`src/rtl/tps_pkg.sv`:
```
package tps_pkg;
   typedef enum logic {
      OWNER_TMR = 1'b0,
      OWNER_WDT = 1'b1
   } owner_e;

   typedef struct packed {
      owner_e owner;
      logic   ext_src;
      logic   fall;
   } tps_cfg_t;

   localparam tps_cfg_t CFG_RESET = '{owner: OWNER_WDT, ext_src: 1'b1, fall: 1'b0};
endpackage

```
`src/rtl/tps_edge_sync.sv`:
```
module tps_edge_sync #(
   parameter int SYNC_N = 2
) (
   input  logic clk,
   input  logic rst_n,
   input  logic pin,
   input  logic fall,
   input  logic hold,
   output logic pulse
);
   logic cur;
   logic prev;

   generate
      if (SYNC_N == 1) begin : g_single
         logic s0;
         always_ff @(posedge clk or negedge rst_n) begin
            if (!rst_n) s0 <= 1'b0;
            else        s0 <= pin;
         end
         assign cur = s0;
      end else begin : g_chain
         logic [SYNC_N-1:0] sr;
         always_ff @(posedge clk or negedge rst_n) begin
            if (!rst_n) sr <= '0;
            else        sr <= {sr[SYNC_N-2:0], pin};
         end
         assign cur = sr[SYNC_N-1];
      end
   endgenerate

   // previous level follows the raw level; a hold cycle re-arms without a pulse
   always_ff @(posedge clk or negedge rst_n) begin
      if (!rst_n) prev <= 1'b0;
      else        prev <= cur;
   end

   logic rise_d, fall_d;
   assign rise_d = cur & ~prev;
   assign fall_d = ~cur & prev;
   assign pulse  = ~hold & (fall ? fall_d : rise_d);
endmodule

```
`src/rtl/tps_divider.sv`:
```
module tps_divider #(
   parameter int PS_W = 8,
   parameter int SH_W = 4
) (
   input  logic            clk,
   input  logic            rst_n,
   input  logic            clr,
   input  logic            in_pulse,
   input  logic [SH_W-1:0] shift,
   output logic            out_pulse
);
   logic [PS_W-1:0] cnt;
   logic [PS_W-1:0] mask;

   assign mask      = ~({PS_W{1'b1}} << shift);
   assign out_pulse = in_pulse & ((cnt & mask) == mask);

   always_ff @(posedge clk or negedge rst_n) begin
      if (!rst_n)        cnt <= '0;
      else if (clr)      cnt <= '0;
      else if (in_pulse) cnt <= cnt + 1'b1;
   end
endmodule

```
`src/rtl/tps_count.sv`:
```
module tps_count #(
   parameter int W = 8
) (
   input  logic         clk,
   input  logic         rst_n,
   input  logic         clr,
   input  logic         step,
   output logic [W-1:0] cnt,
   output logic         wrap
);
   always_ff @(posedge clk or negedge rst_n) begin
      if (!rst_n) begin
         cnt  <= '0;
         wrap <= 1'b0;
      end else begin
         wrap <= step & ~clr & (&cnt);
         if (clr)       cnt <= '0;
         else if (step) cnt <= cnt + 1'b1;
      end
   end
endmodule

```
`src/rtl/shared_tick_prescaler.sv`:
```
module shared_tick_prescaler #(
   parameter int TMR_W  = 8,
   parameter int WDT_W  = 8,
   parameter int PS_W   = 8,
   parameter int SYNC_N = 2,
   localparam int RS_W  = $clog2(PS_W),
   localparam int SH_W  = RS_W + 1
) (
   input  logic             clk,
   input  logic             rst_n,
   input  logic             owner_wdt,
   input  logic [RS_W-1:0]  rate_sel,
   input  logic             ext_src,
   input  logic             fall_edge,
   input  logic             ext_pin,
   input  logic             wdt_tick,
   input  logic             wdt_clear,
   output logic [TMR_W-1:0] tmr_count,
   output logic             tmr_ovf,
   output logic             wdt_reset
);
   import tps_pkg::*;

   generate
      if (PS_W < 2 || (1 << RS_W) != PS_W) begin : g_bad_ps
         $error("PS_W must be a power of two of at least 2");
      end
      if (SYNC_N < 1) begin : g_bad_sync
         $error("SYNC_N must be at least 1");
      end
      if (TMR_W < 1 || WDT_W < 1) begin : g_bad_w
         $error("counter widths must be positive");
      end
   endgenerate

   tps_cfg_t        cfg_q;
   tps_cfg_t        cfg_in;
   logic [RS_W-1:0] rate_q;
   logic            cfg_chg;

   assign cfg_in  = '{owner: owner_e'(owner_wdt), ext_src: ext_src, fall: fall_edge};
   assign cfg_chg = (cfg_in != cfg_q);

   always_ff @(posedge clk or negedge rst_n) begin
      if (!rst_n) begin
         cfg_q  <= CFG_RESET;
         rate_q <= '1;
      end else begin
         cfg_q  <= cfg_in;
         rate_q <= rate_sel;
      end
   end

   logic edge_p;
   tps_edge_sync #(.SYNC_N(SYNC_N)) u_sync (
      .clk   (clk),
      .rst_n (rst_n),
      .pin   (ext_pin),
      .fall  (cfg_q.fall),
      .hold  (cfg_chg),
      .pulse (edge_p)
   );

   logic to_tmr, src_p, wtk_p;
   assign to_tmr = (cfg_q.owner == OWNER_TMR);
   assign src_p  = ~cfg_chg & (cfg_q.ext_src ? edge_p : 1'b1);
   assign wtk_p  = ~cfg_chg & wdt_tick;

   logic [SH_W-1:0] shift;
   assign shift = to_tmr ? ({1'b0, rate_q} + {{RS_W{1'b0}}, 1'b1}) : {1'b0, rate_q};

   logic ps_in, ps_out;
   assign ps_in = to_tmr ? src_p : wtk_p;

   tps_divider #(.PS_W(PS_W), .SH_W(SH_W)) u_div (
      .clk       (clk),
      .rst_n     (rst_n),
      .clr       (cfg_chg | wdt_clear),
      .in_pulse  (ps_in),
      .shift     (shift),
      .out_pulse (ps_out)
   );

   logic tmr_step, wdt_step;
   assign tmr_step = to_tmr ? ps_out : src_p;
   assign wdt_step = to_tmr ? wtk_p  : ps_out;

   tps_count #(.W(TMR_W)) u_tmr (
      .clk   (clk),
      .rst_n (rst_n),
      .clr   (1'b0),
      .step  (tmr_step),
      .cnt   (tmr_count),
      .wrap  (tmr_ovf)
   );

   logic [WDT_W-1:0] wdt_cnt;
   tps_count #(.W(WDT_W)) u_wdt (
      .clk   (clk),
      .rst_n (rst_n),
      .clr   (wdt_clear),
      .step  (wdt_step),
      .cnt   (wdt_cnt),
      .wrap  (wdt_reset)
   );
endmodule


```
`config.mk`:
```
export PLATFORM = sky130hd
export DESIGN_NAME = shared_tick_prescaler
export DESIGN_NICKNAME = d
export VERILOG_FILES = /design/src/rtl/tps_pkg.sv /design/src/rtl/tps_edge_sync.sv /design/src/rtl/tps_divider.sv /design/src/rtl/tps_count.sv /design/src/rtl/shared_tick_prescaler.sv
export SDC_FILE = /design/constraint.sdc
export NUM_CORES = 1
export LEC_CHECK = 0
export ABC_AREA = 0
export CORE_UTILIZATION = 50
export CTS_BUF_LIST = sky130_fd_sc_hd__clkbuf_16
export CTS_CLUSTER_DIAMETER = 120
export DETAILED_ROUTE_END_ITERATION = 16
export DONT_BUFFER_PORTS = 1
export PLACE_DENSITY_LB_ADDON = 0.3
export SLEW_MARGIN = 25
export SYNTH_ARGS = -nofsm -noshare
export SYNTH_HDL_FRONTEND = slang
export SYNTH_SLANG_ARGS = --single-unit
```
`constraint.sdc`:
```
create_clock -name clk -period 3.42 [get_ports clk]
set_input_delay 0.684 -clock clk [delete_from_list [all_inputs] [get_ports clk]]
set_output_delay 0.684 -clock clk [all_outputs]
set_load 0.01 [all_outputs]
```
==> impl_metrics.json, run 1 <==
{
  "antennaDiodeCount": 0,
  "hold_ws_ns": 0.0955,
  "synth.cell_area_mm2": 0.00183,
  "crit_path_max_fanout": 7,
  "syn_area_per_cell_um2": 10.1,
  "die_h_um": 62.5,
  "async_reset_ff_share_pct": 100,
  "path_cells": "ha_1, a221o_1, a22o_1, a221o_1, a211oi_1, mux2_2",
  "start_util_pct": 53.6,
  "overflow": 0,
  "slowest_delay_ns": 0.59,
  "synth-simple-area-share_pct": 19.7,
  "crit_slowest_cell": "dfstp_2",
  "slew_violations": 0,
  "fill_cells": 285,
  "dp_hpwl_mm": 2.41,
  "port_buffers": 0,
  "fmax_mhz": 386,
  "cts_hold_buf": 0,
  "drt-pass1-iter-count": 4,
  "wire_per_inst_um": 14.6,
  "post-synth-top-area-cell": "dfrtp_1",
  "synthFlopType": "dfrtp_1",
  "die_x_um": 62.5,
  "postPlaceCellArea_mm2": 0.00186,
  "required_ns": 3.58,
  "core_area_mm2": 0.00342,
  "htreeDepth": 2,
  "fin_crit_ns": 2.59,
  "hold_viol_final": 0,
  "synth_xor_area_share_pct": 8.13,
  "total_power_mw": 1.06,
  "start_kind": "register",
  "cp.buffers_inverters": 0,
  "setup_viol": 0,
  "cts_resized": 0,
  "viasPerCell": 5.69,
  "cts_root_buf": "clkbuf_16",
  "cts_sinks": 35,
  "clock_path_buffers": 2,
  "antenna_found_initial": 0,
  "yosys.area.top_type_share_pct": 41.0,
  "slew_headroom_pct": 67.6,
  "stdcell_area_mm2": 0.00203,
  "worst_ep_arrival_time_ns": 2.76,
  "fin_nets": 199,
  "skew_ns": 0.00687,
  "drive_gt1_share_pct": 13.0,
  "clk_pin_slew_ns": 0.06,
  "rows": 21,
  "synthAdderAreaFrac_pct": 2.73,
  "maxCapViolations": 0,
  "fin_crit_sh_pct": 75.8,
  "setup_tns_ns": 0,
  "drt_iter0_drc": 103,
  "synth_top_family_by_area": "simple AND/OR/NAND/NOR gates",
  "ant_nets": 0,
  "die_area_mm2": 0.00391,
  "muxShareOfSynthArea_pct": 5.33,
  "status": "complete, no violations",
  "numCtsBuffers": 5,
  "grt_pass1_wl_mm": 6.28,
  "tightest_slew_ns": 0.486,
  "cp-end-kind": "register",
  "synth_compound_area_share_pct": 13.1,
  "drc": 0,
  "clkLatencyLatePin_ns": 0.28,
  "routed_wl_mm": 3.38,
  "yosys-top-cells-area": "dfrtp_1 (41%), dfstp_2 (7.2%), xor2_1 (4.3%)",
  "grt_setup_unrepaired": "false",
  "ys_warn_count": 0,
  "synthCells": 182,
  "critPathTopFamily": "compound AO/OA/AOI/OAI gates",
  "postCtsSetupBuffers": 0,
  "ios": 21,
  "cts_tree": "yes",
  "grt_max_degree": 36,
  "ys_ff_latch": 35,
  "dr_total_vias": 1315,
  "pwr_density_cell_mw_per_mm2": 525,
  "max-vdd-ir-drop_uv": 269,
  "crit_top_cell": "a221o_1",
  "area_growth_pct": 10.7,
  "synth_edf_count": 0,
  "hold_path_class": "in2async",
  "yosysUniqueCellTypes": 45,
  "synth_seq_area_share_pct": 48.2,
  "path_class": "reg2reg",
  "grt_pass1_vias": 1341,
  "syn_nets": 197,
  "leakage_nw": 0.840,
  "track_usage_pct": 21.1,
  "gp_congestion": 0.843
}
state kept, by name (all words and copies together) (netlist names):
signal and flops:
rate_q 3, u_tmr.wrap 1, u_wdt.cnt 8, u_div.cnt 8
u_tmr.cnt 8, u_sync.g_chain.sr 2, u_wdt.wrap 1, u_sync.prev 1
cfg_q 3
metal layers:
layer	share of wire (%)	vias up	global-route usage (%)
li1	-	649	-
met1	43	638	24.9
met2	49	22	33.6
met3	5.2	6	8.21
met4	2.2	0	9.88
met5	0	-	0
final timing paths:
path / startpoint / to / slack [ns] / cells past startpoint
min in group clk: u_sync.g_chain.sr[0]$_DFF_PN0_ / u_sync.g_chain.sr[1]$_DFF_PN0_ / 0.36 / 0
worst min-delay path: rst_n / u_div.cnt[5]$_DFFE_PN0P_ / 0.1 / 0
worst max-delay path: rate_q[0]$_DFF_PN1_ / u_wdt.cnt[4]$_DFFE_PN0P_ / 0.83 / 6
max in group asynchronous: rst_n / cfg_q[1]$_DFF_PN1_ / 3.15 / 0
worst min register to register: u_sync.g_chain.sr[0]$_DFF_PN0_ / u_sync.g_chain.sr[1]$_DFF_PN0_ / 0.36 / 0
worst max register to register: rate_q[0]$_DFF_PN1_ / u_wdt.cnt[4]$_DFFE_PN0P_ / 0.83 / 6
layout by cell type, fill, tap and decap left out, types with 2 or more instances in the layout:
| cell | instances |
|---|---|
| dfrtp_1 | 30 |
| nor2_1 | 19 |
| nand2_1 | 14 |
| nand3_1 | 11 |
| xor2_1 | 9 |
| o21ai_0 | 9 |
| and3_1 | 8 |
| xnor2_1 | 8 |
| a21oi_1 | 7 |
| nor2b_1 | 6 |
| mux2_2 | 6 |
| nand2b_1 | 5 |
| dfstp_2 | 5 |
| clkbuf_16 | 5 |
| inv_1 | 4 |
| ha_1 | 4 |
| mux2i_1 | 3 |
| a221o_1 | 2 |
| nor3_1 | 2 |
| nand4_1 | 2 |
stage by stage:
stage / setup slack (ns) / std cells / util [%]
finish: 0.829 / 231 / 59.4
floorplan: 0.982 / 182 / -
detailed placement: 0.841 / 223 / 54.6
global placement: 0.905 / 223 / 54.6
CTS: 0.833 / 231 / 59.4
global route: 0.690 / 231 / 59.4
kinds of logic (layout without fill, tap and decap cells):
logic type      Yosys count  after routing
fa+ha+maj                 4              4
simple gates             72             72
buf+inv                  11             14
compound gates           34             34
flops                    35             35
mux                       9              9
xor+xnor                 17             17
layout make-up:
class	count	area, um2	share of cell area, %
inverters	5	18.8	0.925
flip-flops and latches	35	882	43.5
clock inverters	3	38.8	1.91
repair buffers	1	7.51	0.370
clock buffers	5	125	6.17
multi-input cells	136	898	44.3
well taps	46	57.6	2.84
worst register-to-register path, delay by kind of cell (launching register included):
kind,cells,cell delay (ns)
AOI/OAI and AO/OA,4,1.26
muxes,1,0.37
DFF,1,0.59
adders and majority gates,1,0.26
synth_stat cells (all sizes together), types with 2 or more instances:
| cell type | n |
|---|---|
| xor2 | 9 |
| xnor2 | 8 |
| nor2 | 19 |
| inv | 5 |
| mux2 | 6 |
| a221o | 2 |
| nand2 | 14 |
| nand4 | 2 |
| nor2b | 7 |
| buf | 4 |
| o21ai | 10 |
| nand2b | 5 |
| a21oi | 7 |
| nor3 | 3 |
| dfstp | 5 |
| clkbuf | 2 |
| mux2i | 3 |
| and3 | 8 |
| nand3 | 11 |
| ha | 4 |
| dfrtp | 30 |
power breakdown:
group / total (mW) / switching [mW] / leakage, nW / internal [mW]
clock: 0.507 / 0.168 / 0.0812 / 0.339
combinational: 0.0752 / 0.0378 / 0.301 / 0.0375
sequential: 0.483 / 0.0430 / 0.458 / 0.440
Note: power is estimated with default switching activity, not from simulation.
==> inputs of run 2 (changes only) <==
clock period = 2.59 ns   (was 3.42 ns; I/O delays follow)
==> run 2 against run 1 <==
Against the previous run: maximum frequency up 1.5%; final area up 3.4%; total power up 25%; wire length up 18%.
==> impl_metrics.json, run 2 (synthesis results as in run 1) <==
{
  "slew_headroom_pct": 79.5,
  "drc": 0,
  "dr_total_vias": 1383,
  "cts_root_buf": "clkbuf_16",
  "rows": 21,
  "fin_crit_ns": 2.55,
  "crit_path_max_fanout": 6,
  "pwr_density_cell_mw_per_mm2": 633,
  "leakage_nw": 0.865,
  "wl_met1_mm": 1.61,
  "place_inst": 225,
  "pwr-share-comb_pct": 9.5,
  "crit_slowest_cell": "dfstp_2",
  "worstReg2RegStart": "rate_q[0]$_DFF_PN1_",
  "fmax_mhz": 392,
  "drt_iter0_drc": 151,
  "switching_power_mw": 0.341,
  "start_kind": "register",
  "setup_viol": 0,
  "route.met3.wl_um": 214,
  "final_core_utilization_pct": 61.4,
  "hold_viol_final": 0,
  "cp-startpoint": "rate_q[0]$_DFF_PN1_",
  "clkPwrFrac_pct": 42.5,
  "tightest_slew_ns": 0.298,
  "drive_gt1_share_pct": 18.4,
  "slew_violations": 0,
  "clock_path_buffers": 2,
  "cts_sinks": 35,
  "dr_wl_met2_mm": 2.08,
  "ant_nets": 0,
  "die_h_um": 62.5,
  "clk_pin_slew_ns": 0.05,
  "drt-pass1-iter-count": 4,
  "mostFrequentLayoutCell": "dfrtp_1",
  "cts_tree": "yes",
  "postPlaceCellArea_mm2": 0.00188,
  "start_util_pct": 53.6,
  "grt_pass1_vias": 1359,
  "die_x_um": 62.5,
  "path_class": "reg2reg",
  "top_regs": "u_div.cnt x8, u_tmr.cnt x8, u_wdt.cnt x8",
  "fin_nets": 204,
  "slowest_delay_ns": 0.62,
  "power.internal_mw": 0.986,
  "core_area_mm2": 0.00342,
  "wire_per_inst_um": 16.8,
  "sw_frac_of_total_pct": 25.7,
  "die_area_mm2": 0.00391,
  "htreeDepth": 2,
  "viasPerCell": 5.86,
  "max-vdd-ir-drop_uv": 252,
  "overflow": 0,
  "track_usage_pct": 21.7,
  "numCtsBuffers": 5,
  "fin_crit_sh_pct": 98.6,
  "hold_path_class": "in2async",
  "skew_ns": 0.00288,
  "layout_common_cells": "dfrtp_1 (30), nor2_1 (19), nand2_1 (14)",
  "grt_max_degree": 31,
  "antennaDiodeCount": 0,
  "dp_hpwl_mm": 2.51,
  "path_cells": "ha_4, a221o_1, a22o_1, a221o_2, a211oi_2, mux2_4",
  "maxCapViolations": 0,
  "worst_ep_arrival_time_ns": 2.72,
  "clkLatencyLatePin_ns": 0.28,
  "port_buffers": 0,
  "grt_pass1_wl_mm": 6.55,
  "top_layer": "met4",
  "pwr-share-seq_pct": 48.0,
  "status": "complete, no violations",
  "stdcell_count": 236,
  "antenna_found_initial": 0,
  "ios": 21,
  "required_ns": 2.76,
  "stdcell_area_mm2": 0.00210,
  "cp-end-kind": "register",
  "area_growth_pct": 14.5,
  "gp_congestion": 0.864,
  "routed_wl_mm": 3.97
}
run 2: power by group through the flow:
| stage | registers [mW] | clock network [mW] | logic [mW] |
|---|---|---|---|
| floorplan | 0.631 | 0 | 0.0896 |
| global placement | 0.641 | 0 | 0.0982 |
| detailed placement | 0.645 | 0 | 0.106 |
| CTS | 0.636 | 0.567 | 0.120 |
| global route | 0.643 | 0.596 | 0.144 |
| finish | 0.637 | 0.564 | 0.126 |
run 2: metrics by stage:
step	hold slack, ns	total power [mW]	worst slack, ns	TNS [ns]
after CTS	0.0685	1.32	0.0174	0
final	0.0555	1.33	0.0366	0
after global routing	0.0696	1.38	-0.0139	-0.0139
after global placement	0.223	0.739	0.0744	0
after detailed placement	0.223	0.751	0.0208	0
after floorplan	0.222	0.721	0.152	0
run 2: worst max-delay path: cells and delay by family (launching register included):
family,cells,cell delay (ns)
compound gates,4,1.27
flops,1,0.62
mux,1,0.32
fa+ha+maj,1,0.23
run 2: layer usage:
metal / up-vias / GRT usage (%)
li1: 653 / -
met1: 679 / 27.1
met2: 45 / 34.9
met3: 6 / 6.75
met4: 0 / 8.72
met5: - / 0
run 2: final cells by class:
type	instances	area, um2
Clock inverter	3	12.5
Fill cell	272	1320
Tap cell	46	57.6
Timing Repair Buffer	6	57.6
Clock buffer	5	125
Multi-Input combinational cell	136	943
Inverter	5	18.8
Sequential cell	35	882
run 2: path summary, 6_finish.rpt:
path | endpoint | slack, ns | cells after the start
max | u_wdt.cnt[4]$_DFFE_PN0P_ | 0.04 | 6
min | u_wdt.cnt[6]$_DFFE_PN0P_ | 0.06 | 1
max reg2reg | u_wdt.cnt[4]$_DFFE_PN0P_ | 0.04 | 6
min reg2reg | u_sync.g_chain.sr[1]$_DFF_PN0_ | 0.35 | 0
max in group asynchronous | u_div.cnt[5]$_DFFE_PN0P_ | 2.37 | 1
min in group clk | rate_q[0]$_DFF_PN1_ | 0.23 | 0
run 2: timing repair:
item,in CTS,in global routing
hold endpoints to repair,30,0
gates resized for setup,1,8
pin swaps,0,4
setup buffers,0,2
hold buffers,1,0
endpoints found under the setup margin,1,5
